$ cat src/rtl/mdio_pkg.sv
package mdio_pkg;
  // Frame geometry of a Clause 22 management frame
  localparam int FRAME_BITS = 64;
  localparam int PRE_BITS   = 32;
  localparam int SHORT_BITS = FRAME_BITS - PRE_BITS;
  localparam int DATA_BITS  = 16;
  localparam int IDX_W      = $clog2(FRAME_BITS);

  // Control-to-datapath strobes
  typedef struct packed {
    logic             active;      // frame in progress (busy)
    logic             sampleTa;    // rising MDC in second turnaround bit
    logic             sampleData;  // rising MDC in a data bit
    logic [IDX_W-1:0] bitIdx;      // frame bit currently on the wire
  } mdio_strobe_t;
endpackage

$ cat src/rtl/mdio_ctrl.sv
module mdio_ctrl
  import mdio_pkg::*;
#(
  parameter int DIV_W = 6
) (
  input  logic             clk,
  input  logic             rstN,
  input  logic             startReq,
  input  logic [DIV_W-1:0] divN,
  input  logic             noPreamble,
  output logic             mdc,
  output mdio_strobe_t     strobe
);
  localparam logic [IDX_W-1:0] LONG_TOP  = IDX_W'(FRAME_BITS - 1);
  localparam logic [IDX_W-1:0] SHORT_TOP = IDX_W'(SHORT_BITS - 1);
  localparam logic [IDX_W-1:0] TA_IDX    = IDX_W'(DATA_BITS);

  logic             active;
  logic             mdcQ;
  logic [DIV_W-1:0] halfCnt;
  logic [DIV_W-1:0] divLatched;
  logic [IDX_W-1:0] bitIdx;

  logic tick, riseEv, fallEv, lastBit;

  always_comb begin
    tick    = active && (halfCnt == divLatched);
    riseEv  = tick && !mdcQ;
    fallEv  = tick && mdcQ;
    lastBit = (bitIdx == '0);
  end

  always_ff @(posedge clk) begin
    if (!rstN) begin
      active     <= 1'b0;
      mdcQ       <= 1'b0;
      halfCnt    <= '0;
      divLatched <= '0;
      bitIdx     <= '0;
    end else if (startReq) begin
      active     <= 1'b1;
      mdcQ       <= 1'b0;
      halfCnt    <= '0;
      divLatched <= divN;
      bitIdx     <= noPreamble ? SHORT_TOP : LONG_TOP;
    end else if (active) begin
      if (tick) begin
        halfCnt <= '0;
        mdcQ    <= !mdcQ;
        if (fallEv) begin
          if (lastBit) active <= 1'b0;
          else         bitIdx <= bitIdx - 1'b1;
        end
      end else begin
        halfCnt <= halfCnt + 1'b1;
      end
    end
  end

  always_comb begin
    mdc               = mdcQ;
    strobe.active     = active;
    strobe.bitIdx     = bitIdx;
    strobe.sampleTa   = riseEv && (bitIdx == TA_IDX);
    strobe.sampleData = riseEv && (bitIdx < TA_IDX);
  end
endmodule

$ cat src/rtl/mdio_datapath.sv
module mdio_datapath
  import mdio_pkg::*;
#(
  parameter int ADDR_W  = 3,
  parameter int CMD_OFS = 0,
  parameter int CFG_OFS = 4,
  parameter int DIV_W   = 6,
  parameter int DEF_DIV = 48
) (
  input  logic              clk,
  input  logic              rstN,
  input  logic              regWrEn,
  input  logic [ADDR_W-1:0] regAddr,
  input  logic [31:0]       regWrData,
  output logic [31:0]       regRdData,
  input  mdio_strobe_t      strobe,
  input  logic              mdioIn,
  output logic              startReq,
  output logic [DIV_W-1:0]  divN,
  output logic              noPreamble,
  output logic              mdioOut,
  output logic              mdioOe
);
  localparam logic [1:0]        OP_READ  = 2'b10;
  localparam logic [IDX_W-1:0]  TA_HI    = IDX_W'(DATA_BITS + 1);
  localparam logic [ADDR_W-1:0] CMD_ADDR = ADDR_W'(CMD_OFS);
  localparam logic [ADDR_W-1:0] CFG_ADDR = ADDR_W'(CFG_OFS);

  logic [1:0]           opQ;
  logic [4:0]           phyQ;
  logic [4:0]           regQ;
  logic [DATA_BITS-1:0] dataQ;
  logic                 readFailQ;
  logic                 cfgC22;
  logic [DIV_W-1:0]     cfgDiv;
  logic                 cfgNoPre;

  logic cmdHit, cfgHit, cmdWrOk, isRead, driveEn;
  logic [FRAME_BITS-1:0] frameWord;
  logic unusedWrBits;

  always_comb begin
    cmdHit   = regWrEn && (regAddr == CMD_ADDR);
    cfgHit   = regWrEn && (regAddr == CFG_ADDR);
    cmdWrOk  = cmdHit && !strobe.active;
    startReq = cmdWrOk && regWrData[29] && cfgC22;
    isRead   = (opQ == OP_READ);
    unusedWrBits = ^{regWrData[31:30], regWrData[28], regWrData[11:10], regWrData[3:1]};
  end

  // Command fields, read capture and read-fail flag
  always_ff @(posedge clk) begin
    if (!rstN) begin
      opQ       <= '0;
      phyQ      <= '0;
      regQ      <= '0;
      dataQ     <= '0;
      readFailQ <= 1'b0;
    end else begin
      if (cmdWrOk) begin
        opQ   <= regWrData[27:26];
        phyQ  <= regWrData[25:21];
        regQ  <= regWrData[20:16];
        dataQ <= regWrData[15:0];
      end else if (strobe.sampleData && isRead) begin
        dataQ <= {dataQ[DATA_BITS-2:0], mdioIn};
      end
      if (startReq) readFailQ <= 1'b0;
      else if (strobe.sampleTa && isRead) readFailQ <= mdioIn;
    end
  end

  // Configuration word
  always_ff @(posedge clk) begin
    if (!rstN) begin
      cfgC22   <= 1'b1;
      cfgDiv   <= DIV_W'(DEF_DIV);
      cfgNoPre <= 1'b0;
    end else if (cfgHit) begin
      cfgC22   <= regWrData[0];
      cfgDiv   <= regWrData[4 +: DIV_W];
      cfgNoPre <= regWrData[12];
    end
  end

  // Serial output: frame bit selected by the control's index
  always_comb begin
    frameWord = {{PRE_BITS{1'b1}}, 2'b01, opQ, phyQ, regQ,
                 (isRead ? 2'b11 : 2'b10), dataQ};
    driveEn   = strobe.active && !(isRead && (strobe.bitIdx <= TA_HI));
    mdioOe    = driveEn;
    mdioOut   = driveEn && frameWord[strobe.bitIdx];
    divN      = cfgDiv;
    noPreamble = cfgNoPre;
  end

  // Register readback
  always_comb begin
    if (regAddr == CMD_ADDR)
      regRdData = {2'b00, strobe.active, readFailQ, opQ, phyQ, regQ, dataQ};
    else if (regAddr == CFG_ADDR)
      regRdData = {19'b0, cfgNoPre, 2'b00, cfgDiv, 3'b000, cfgC22};
    else
      regRdData = '0;
  end
endmodule

$ cat src/rtl/mdio_master.sv
module mdio_master
  import mdio_pkg::*;
#(
  parameter int ADDR_W  = 3,
  parameter int CMD_OFS = 0,
  parameter int CFG_OFS = 4,
  parameter int DEF_DIV = 48
) (
  input  logic              clk,
  input  logic              rstN,
  input  logic              regWrEn,
  input  logic [ADDR_W-1:0] regAddr,
  input  logic [31:0]       regWrData,
  output logic [31:0]       regRdData,
  output logic              mdc,
  output logic              mdioOut,
  output logic              mdioOe,
  input  logic              mdioIn
);
  localparam int DIV_W = 6;  // field [9:4] of the configuration word

  mdio_strobe_t     strobe;
  logic             startReq;
  logic [DIV_W-1:0] divN;
  logic             noPreamble;
  logic             busy;

  assign busy = strobe.active;

  mdio_ctrl #(.DIV_W(DIV_W)) u_ctrl (
    .clk        (clk),
    .rstN       (rstN),
    .startReq   (startReq),
    .divN       (divN),
    .noPreamble (noPreamble),
    .mdc        (mdc),
    .strobe     (strobe)
  );

  mdio_datapath #(
    .ADDR_W  (ADDR_W),
    .CMD_OFS (CMD_OFS),
    .CFG_OFS (CFG_OFS),
    .DIV_W   (DIV_W),
    .DEF_DIV (DEF_DIV)
  ) u_dp (
    .clk        (clk),
    .rstN       (rstN),
    .regWrEn    (regWrEn),
    .regAddr    (regAddr),
    .regWrData  (regWrData),
    .regRdData  (regRdData),
    .strobe     (strobe),
    .mdioIn     (mdioIn),
    .startReq   (startReq),
    .divN       (divN),
    .noPreamble (noPreamble),
    .mdioOut    (mdioOut),
    .mdioOe     (mdioOe)
  );
endmodule

$ cat config.mk
export PLATFORM = sky130hd
export DESIGN_NAME = mdio_master
export DESIGN_NICKNAME = d
export VERILOG_FILES = /design/src/rtl/mdio_pkg.sv /design/src/rtl/mdio_ctrl.sv /design/src/rtl/mdio_datapath.sv /design/src/rtl/mdio_master.sv
export SDC_FILE = /design/constraint.sdc
export NUM_CORES = 1
export LEC_CHECK = 0
export BUFFER_PORTS_ARGS = -buffer_cell sky130_fd_sc_hd__buf_4
export CORE_ASPECT_RATIO = 0.75
export CORE_MARGIN = 1.5
export CORE_UTILIZATION = 54
export CTS_BUF_LIST = sky130_fd_sc_hd__clkbuf_16
export CTS_CLUSTER_SIZE = 30
export DETAILED_ROUTE_END_ITERATION = 16
export PLACE_DENSITY_LB_ADDON = 0.15
export RECOVER_POWER = 50
export SYNTH_ARGS = -nofsm -noshare
export SYNTH_HDL_FRONTEND = slang
export SYNTH_SLANG_ARGS = --single-unit
$ cat constraint.sdc
create_clock -name clk -period 2.2 [get_ports clk]
set_input_delay 0.44 -clock clk [delete_from_list [all_inputs] [get_ports clk]]
set_output_delay 0.44 -clock clk [all_outputs]
set_load 0.005 [all_outputs]
==> results of run 1 <==
==> per-stage QoR <==
stage,cells,setup TNS (ps)
after floorplan,372,0
after global placement,503,0
after detailed placement,503,-73.3
after CTS,519,-168
after global routing,521,-3350
final,521,-391
==> registers in the layout (all words and copies together), names as in the netlist, 2 cells and up <==
register           flops
u_dp.divN              6
u_ctrl.bitIdx          6
u_dp.dataQ            16
u_ctrl.halfCnt         6
u_dp.phyQ              5
u_dp.regQ              5
u_ctrl.divLatched      6
u_dp.opQ               2
==> layout make-up <==
type | instances | area, um2 | area share (%)
Inverter | 5 | 21.3 | 0.530
Tap cell | 75 | 93.8 | 2.34
Multi-Input combinational cell | 280 | 1800 | 44.8
Clock inverter | 7 | 71.3 | 1.78
Timing Repair Buffer | 88 | 653 | 16.3
Sequential cell | 57 | 1150 | 28.7
Clock buffer | 9 | 225 | 5.61
==> worst max-delay path, cell delays in order, from the launching register on <==
cell,delay [ps]
dfxtp_1,410
mux2i_1,100
mux4_2,490
nand3_2,80
o311ai_1,90
a311oi_1,260
buf_4,170
==> power groups by stage <==
stage                     registers, uW  logic, uW  clock network [uW]
after global routing               1080        214                1430
final                              1080        195                1380
after global placement             1100        187                   0
after CTS                          1080        193                1380
after detailed placement           1100        191                   0
after floorplan                    1090        105                   0
==> logic make-up (layout without fill, tap and decap cells) <==
kind of cell / Yosys count / after routing / share of synthesized area, %
adder cells (fa/ha/maj): 3 / 3 / 1.22
other: 1 / 2 / 0.121
buffers and inverters: 35 / 109 / 5.76
AND/OR/NAND/NOR: 165 / 165 / 26.3
AO/OA/AOI/OAI: 76 / 76 / 17.9
flip-flops: 57 / 57 / 37.0
multiplexers: 21 / 21 / 8.03
XOR/XNOR: 13 / 13 / 3.69
==> final timing paths <==
kind | endpoint | cells after the start
setup reg to reg | u_ctrl.bitIdx[2] | 8
hold / removal | u_dp.divN[5] | 3
setup / recovery | mdioOut | 6
hold reg to reg | u_dp.phyQ[3] | 2
==> cells in the final DEF, fill, tap and decap left out, types with 5 or more instances in the layout <==
cell        n
clkbuf_4    7
dfxtp_1    54
buf_4      76
nor2_1     20
nor3_1      9
nand2b_1    5
and2_1     19
a31oi_1     6
xor2_1      7
o21ai_0     6
a22oi_1    12
a21boi_0   37
clkbuf_16   9
nand3_1    22
mux2i_1    18
xnor2_1     6
nand2_1    66
==> layer usage <==
layer / vias up / GRT usage, % / wire length, um
met3: 14 / 6.11 / 566
li1: 1432 / - / -
met1: 1386 / 38.7 / 3810
met5: - / 0 / 0
met4: 0 / 10.1 / 113
met2: 137 / 46.2 / 3920
==> repair_timing <==
item | CTS | global route
pin swaps | 3 | 0
endpoints found under the setup margin | 2 | 2
buffers inserted | 0 | 2
resized for setup | 6 | 7
==> summary.md, run 1 <==
| Metric | Value |
|---|---|
| Crit end category | output pin |
| Leading cell type by number of instances after synthesis | nand2_1 |
| Number of global-route vias before repair | approximately 2800 |
| Fill cell count | 422 |
| CP Max Fanout | 4 |
| Largest net degree at the start of global routing | 52 |
| Fraction of the yosys area taken by sequential cells | 37.0% |
| # IOs | between 70 and 80 |
| DP Wirelength | 5740 um |
| Vias/cell | 5.70 |
| Worst EP arrival | 1920 ps |
| GRT Total Usage | 28.7% |
| Root Driver | clkbuf_16 |
| Clk sinks | 57 |
| Part of the cycle the worst path needs | 107% |
| Die area | 6180 um2 |
| Post-Syn Area | about 3100 um2 |
| Slew HR | 55.7% |
| # diodes | 0 |
| Clk pin slew, worst setup/hold paths | approximately 50 ps |
| CTS tree | yes |
| F_max | 424 MHz |
| Tightest Pin Transition | 665 ps |
| Flop pwr share | 40.7% |
| Critical path origin | u_dp.dataQ[6] |
| Post-placement cell area | 3670 um2 |
| Crit path kind | reg -> out |
| First-pass DRT Iterations | 5 |
| Yosys top cell area share | a little under two fifths |
| Worst reg2reg startpoint | u_ctrl.bitIdx[1] |
| Top_reg_cell synth | dfxtp_1 |
| Layout cells sized above 1 | 26.2% |
| RSZ-0062 raised after global routing | yes |
| Crit path time final | 2360 ps |
| Pwr Density | 660 nW/um2 |
| Design area | 4010 um2 |
| Effective utilization at floorplan | 56.8% |
| Syn-to-layout area delta | 30.0% |
| Row Count | 23 |
| CTS Hold Buffers Added | 0 |
| Max Slew Vio Count | 0 |
| # DRC | 0 |
| Initial antenna violation count | 0 |
| IO buf count | 68 |
| H-tree levels | 3 |
| Failing checks | negative setup slack |
| Gpl congestion | between 0.8 and 0.9 |
| Commonest cells post-synth | nand2_1 (66), dfxtp_1 (57), a21boi_0 (35) |
| Via count | 2969 |
| Core area | 5440 um2 |
| Synth area leaders | dfxtp_1 (37%), a21boi_0 (8.5%), nand2_1 (8.0%) |
| Final core occ | 73.8% |
| Worst vdd ir | between 0.0004 and 0.0005 V |
| Distinct cells, synth | about 50 |
| Sw frac | 23.5% |
| Nets | a little under 500 |
| Syn avg cell area | 8.32 um2 |
| P_leak | approximately 0.0016 uW |
| Clk network pwr share | 52.0% |
| Max Cap Viol | 0 |
| Avg WL per Cell | roughly 16 um |
| Grt ovf | 0 |
| Synth area leader | dfxtp_1 |
| Worst min path class | in -> reg |
| EDFF count, synth | 0 |
| Net load switching power | around 620 uW |
| Seq cells post-synth | 57 |
| Final Skew | 4.55 ps |
| Total power | 2650 uW |
| Final setup vio count | 10 |
| Outcome | finished, violations left |
| CP required | 1760 ps |
| CTS max path bufs | 2 |
| Mapped Cells | 371 |
| Cts bufs inserted | 9 |
| Routed WL | between 8000 and 9000 um |
| Flop2flop setup slack | 240 ps |
| Fraction of registers with async set/reset | 0% |
| First-pass GRT wire length | 13700 um |
| Worst skew pair latency | ~330 ps |
| Final worst slack | -159 ps |
| Final hold vios | 0 |
| Hold_sp | regWrData[9] |
| CP startpoint kind | register |
| Final ANT Viol Nets | 0 |
| Placement Setup Slack | -73.3 ps |
| Die height | 68.5 um |
| Initial DRC count | 199 |
| Syn. warnings | 0 |
| Gate power share | 7.4% |
| Int Pwr | 2020 uW |
| Hold slack | 333 ps |
| Die W | 90.3 um |
(Power assumes the default switching activity.)
==> inputs of run 2 (changes only) <==
--- a/config.mk
+++ b/config.mk
@@ -5,7 +5,7 @@
 export SDC_FILE = /design/constraint.sdc
 export NUM_CORES = 1
 export LEC_CHECK = 0
-export BUFFER_PORTS_ARGS = -buffer_cell sky130_fd_sc_hd__buf_4
+export BUFFER_PORTS_ARGS = -buffer_cell sky130_fd_sc_hd__buf_2
 export CORE_ASPECT_RATIO = 0.75
 export CORE_MARGIN = 1.5
 export CORE_UTILIZATION = 54
==> run 2 against run 1 <==
Compared with the run above: the flow still finishes with violations (negative setup slack); critical endpoint unchanged; critical path depth increased by 2; highest routed layer unchanged; design area fell by 4.3%; clock skew rose by 2.1 ps; via count fell by 0.51%; clock power decreased by 6%; register-to-register slack is essentially flat; core utilization decreased by 3.2 points.
==> summary.md, run 2 (synthesized netlist as in run 1, its figures left out) <==
| Metric | Value |
|---|---|
| Worst-path cell with the longest stage delay | dfxtp_4 |
| Die W | around 90 um |
| Post-placement cell area | roughly 3500 um2 |
| # diodes | 0 |
| Tightest Pin Transition | 900 ps |
| Failing checks | negative setup slack |
| Die area | between 6000 and 7000 um2 |
| CP Max Fanout | 8 |
| IO buf count | 68 |
| Max Cap Viol | 0 |
| Worst EP arrival | 1920 ps |
| CP startpoint kind | register |
| Largest Register | u_dp.dataQ |
| Outcome | finished, violations left |
| Final ANT Viol Nets | 0 |
| Cells after DPL | about 500 |
| P_leak | around 0.0015 uW |
| CTS max path bufs | 2 |
| Gpl congestion | 0.874 |
| Nets | around 480 |
| GRT Total Usage | 27.6% |
| Number of global-route vias before repair | 2654 |
| Syn-to-layout area delta | 24.4% |
| RSZ-0062 raised after global routing | yes |
| Clk pin slew, worst setup/hold paths | around 50 ps |
| Vias/cell | 5.68 |
| # DRC | 0 |
| Worst min path class | in -> reg |
| Crit path kind | reg -> out |
| First-pass GRT wire length | 13000 um |
| Final worst slack | -163 ps |
| F_max | about 420 MHz |
| Avg WL per Cell | approximately 16 um |
| Final setup vio count | 23 |
| First-pass DRT Iterations | 5 |
| Max Slew Vio Count | 0 |
| Layout cells sized above 1 | 23.1% |
| Cts bufs inserted | 9 |
| Effective utilization at floorplan | 56.8% |
| Worst skew pair latency | 320 ps |
| Initial DRC count | 214 |
| Clk sinks | 57 |
| Crit end category | output pin |
| Pwr Density | ~670 nW/um2 |
| Row Count | 23 |
| Core area | 5440 um2 |
| Design area | 3840 um2 |
| Largest stage delay, worst path | approximately 420 ps |
| Most common cell on crit path | o31a_1 |
| Largest net degree at the start of global routing | 33 |
| Grt ovf | 0 |
| Crit-path cells | inv_4, ha_4, nor2_2, o31a_1, o31a_1, o311ai_2, a311oi_2, buf_2 |
| Final hold vios | 0 |
| Initial antenna violation count | 0 |
| # IOs | 74 |
| Via count | 2954 |
| Part of the cycle the worst path needs | 107% |
| CP required | 1760 ps |
| Non-Filler Instances | 520 |
| Slew HR | 40.0% |
| Crit path time final | 2360 ps |
| Most common cell after layout, fill and taps aside | nand2_1 |
| Max reg flops | 16 |
| Final Skew | 6.61 ps |
| Most frequent cells in the layout | nand2_1 (66), buf_2 (57), dfxtp_1 (55) |
| Die height | 68.5 um |
| Worst vdd ir | between 0.0004 and 0.0005 V |
| Root Driver | clkbuf_16 |
| DP Wirelength | between 5000 and 6000 um |
| Routed WL | 8350 um |
| H-tree levels | 3 |
| CTS tree | yes |
## run 2: stage by stage
stage	power, uW	worst slack, ps	utilization [%]	hold slack, ps	setup TNS, ps
after floorplan	1190	72.5	-	444	0
after global routing	2640	-268	70.6	358	-5060
after detailed placement	1270	-29.1	64.6	468	-29.1
after CTS	2570	-156	70.0	340	-265
final	2560	-163	70.6	343	-2900
after global placement	1270	22.0	64.6	462	0
## run 2: layout make-up
cell class	count	area, um2
Inverter	5	21.3
Timing Repair Buffer	88	489
Tap cell	75	93.8
Sequential cell	57	1150
Fill cell	454	1600
Clock inverter	6	51.3
Multi-Input combinational cell	280	1810
Clock buffer	9	225
## run 2: metal layers
layer	vias up	GRT usage (%)	share of wire [%]
li1	1425	-	-
met5	-	0	0
met3	11	8.56	7.0
met2	111	44.3	46
met1	1407	36.2	46
met4	0	7.94	1.4
## run 2: power breakdown
group	total [uW]	internal, uW	leakage, uW	switching [uW]
clock	1300	851	0.000141	451
sequential	1080	1050	0.000462	24.0
combinational	179	83.6	0.000935	95.4
## run 2: worst paths after layout
path / slack (ps) / endpoint / from / cells past startpoint
worst min register to register: 470 / u_ctrl.divLatched[1] / u_ctrl.divLatched[1] / 2
worst max register to register: 230 / u_ctrl.bitIdx[2] / u_ctrl.bitIdx[1] / 8
worst max-delay path: -160 / mdioOut / u_ctrl.bitIdx[1] / 8
worst min-delay path: 340 / u_dp.divN[5] / regWrData[9] / 3
## run 2: repair_timing
item | in CTS | in global routing
setup endpoints to repair | 2 | 2
gates resized for setup | 3 | 13
buffers inserted | 1 | 3
hold buffers | 0 | 0
pin swaps | 3 | 6
## run 2: worst max-delay path: cells and delay by family, from the launching register on
kind	cells	cell delay, ps
adder cells (fa/ha/maj)	1	160
buffers and inverters	2	220
flip-flops	1	420
AND/OR/NAND/NOR	1	100
AO/OA/AOI/OAI	4	690
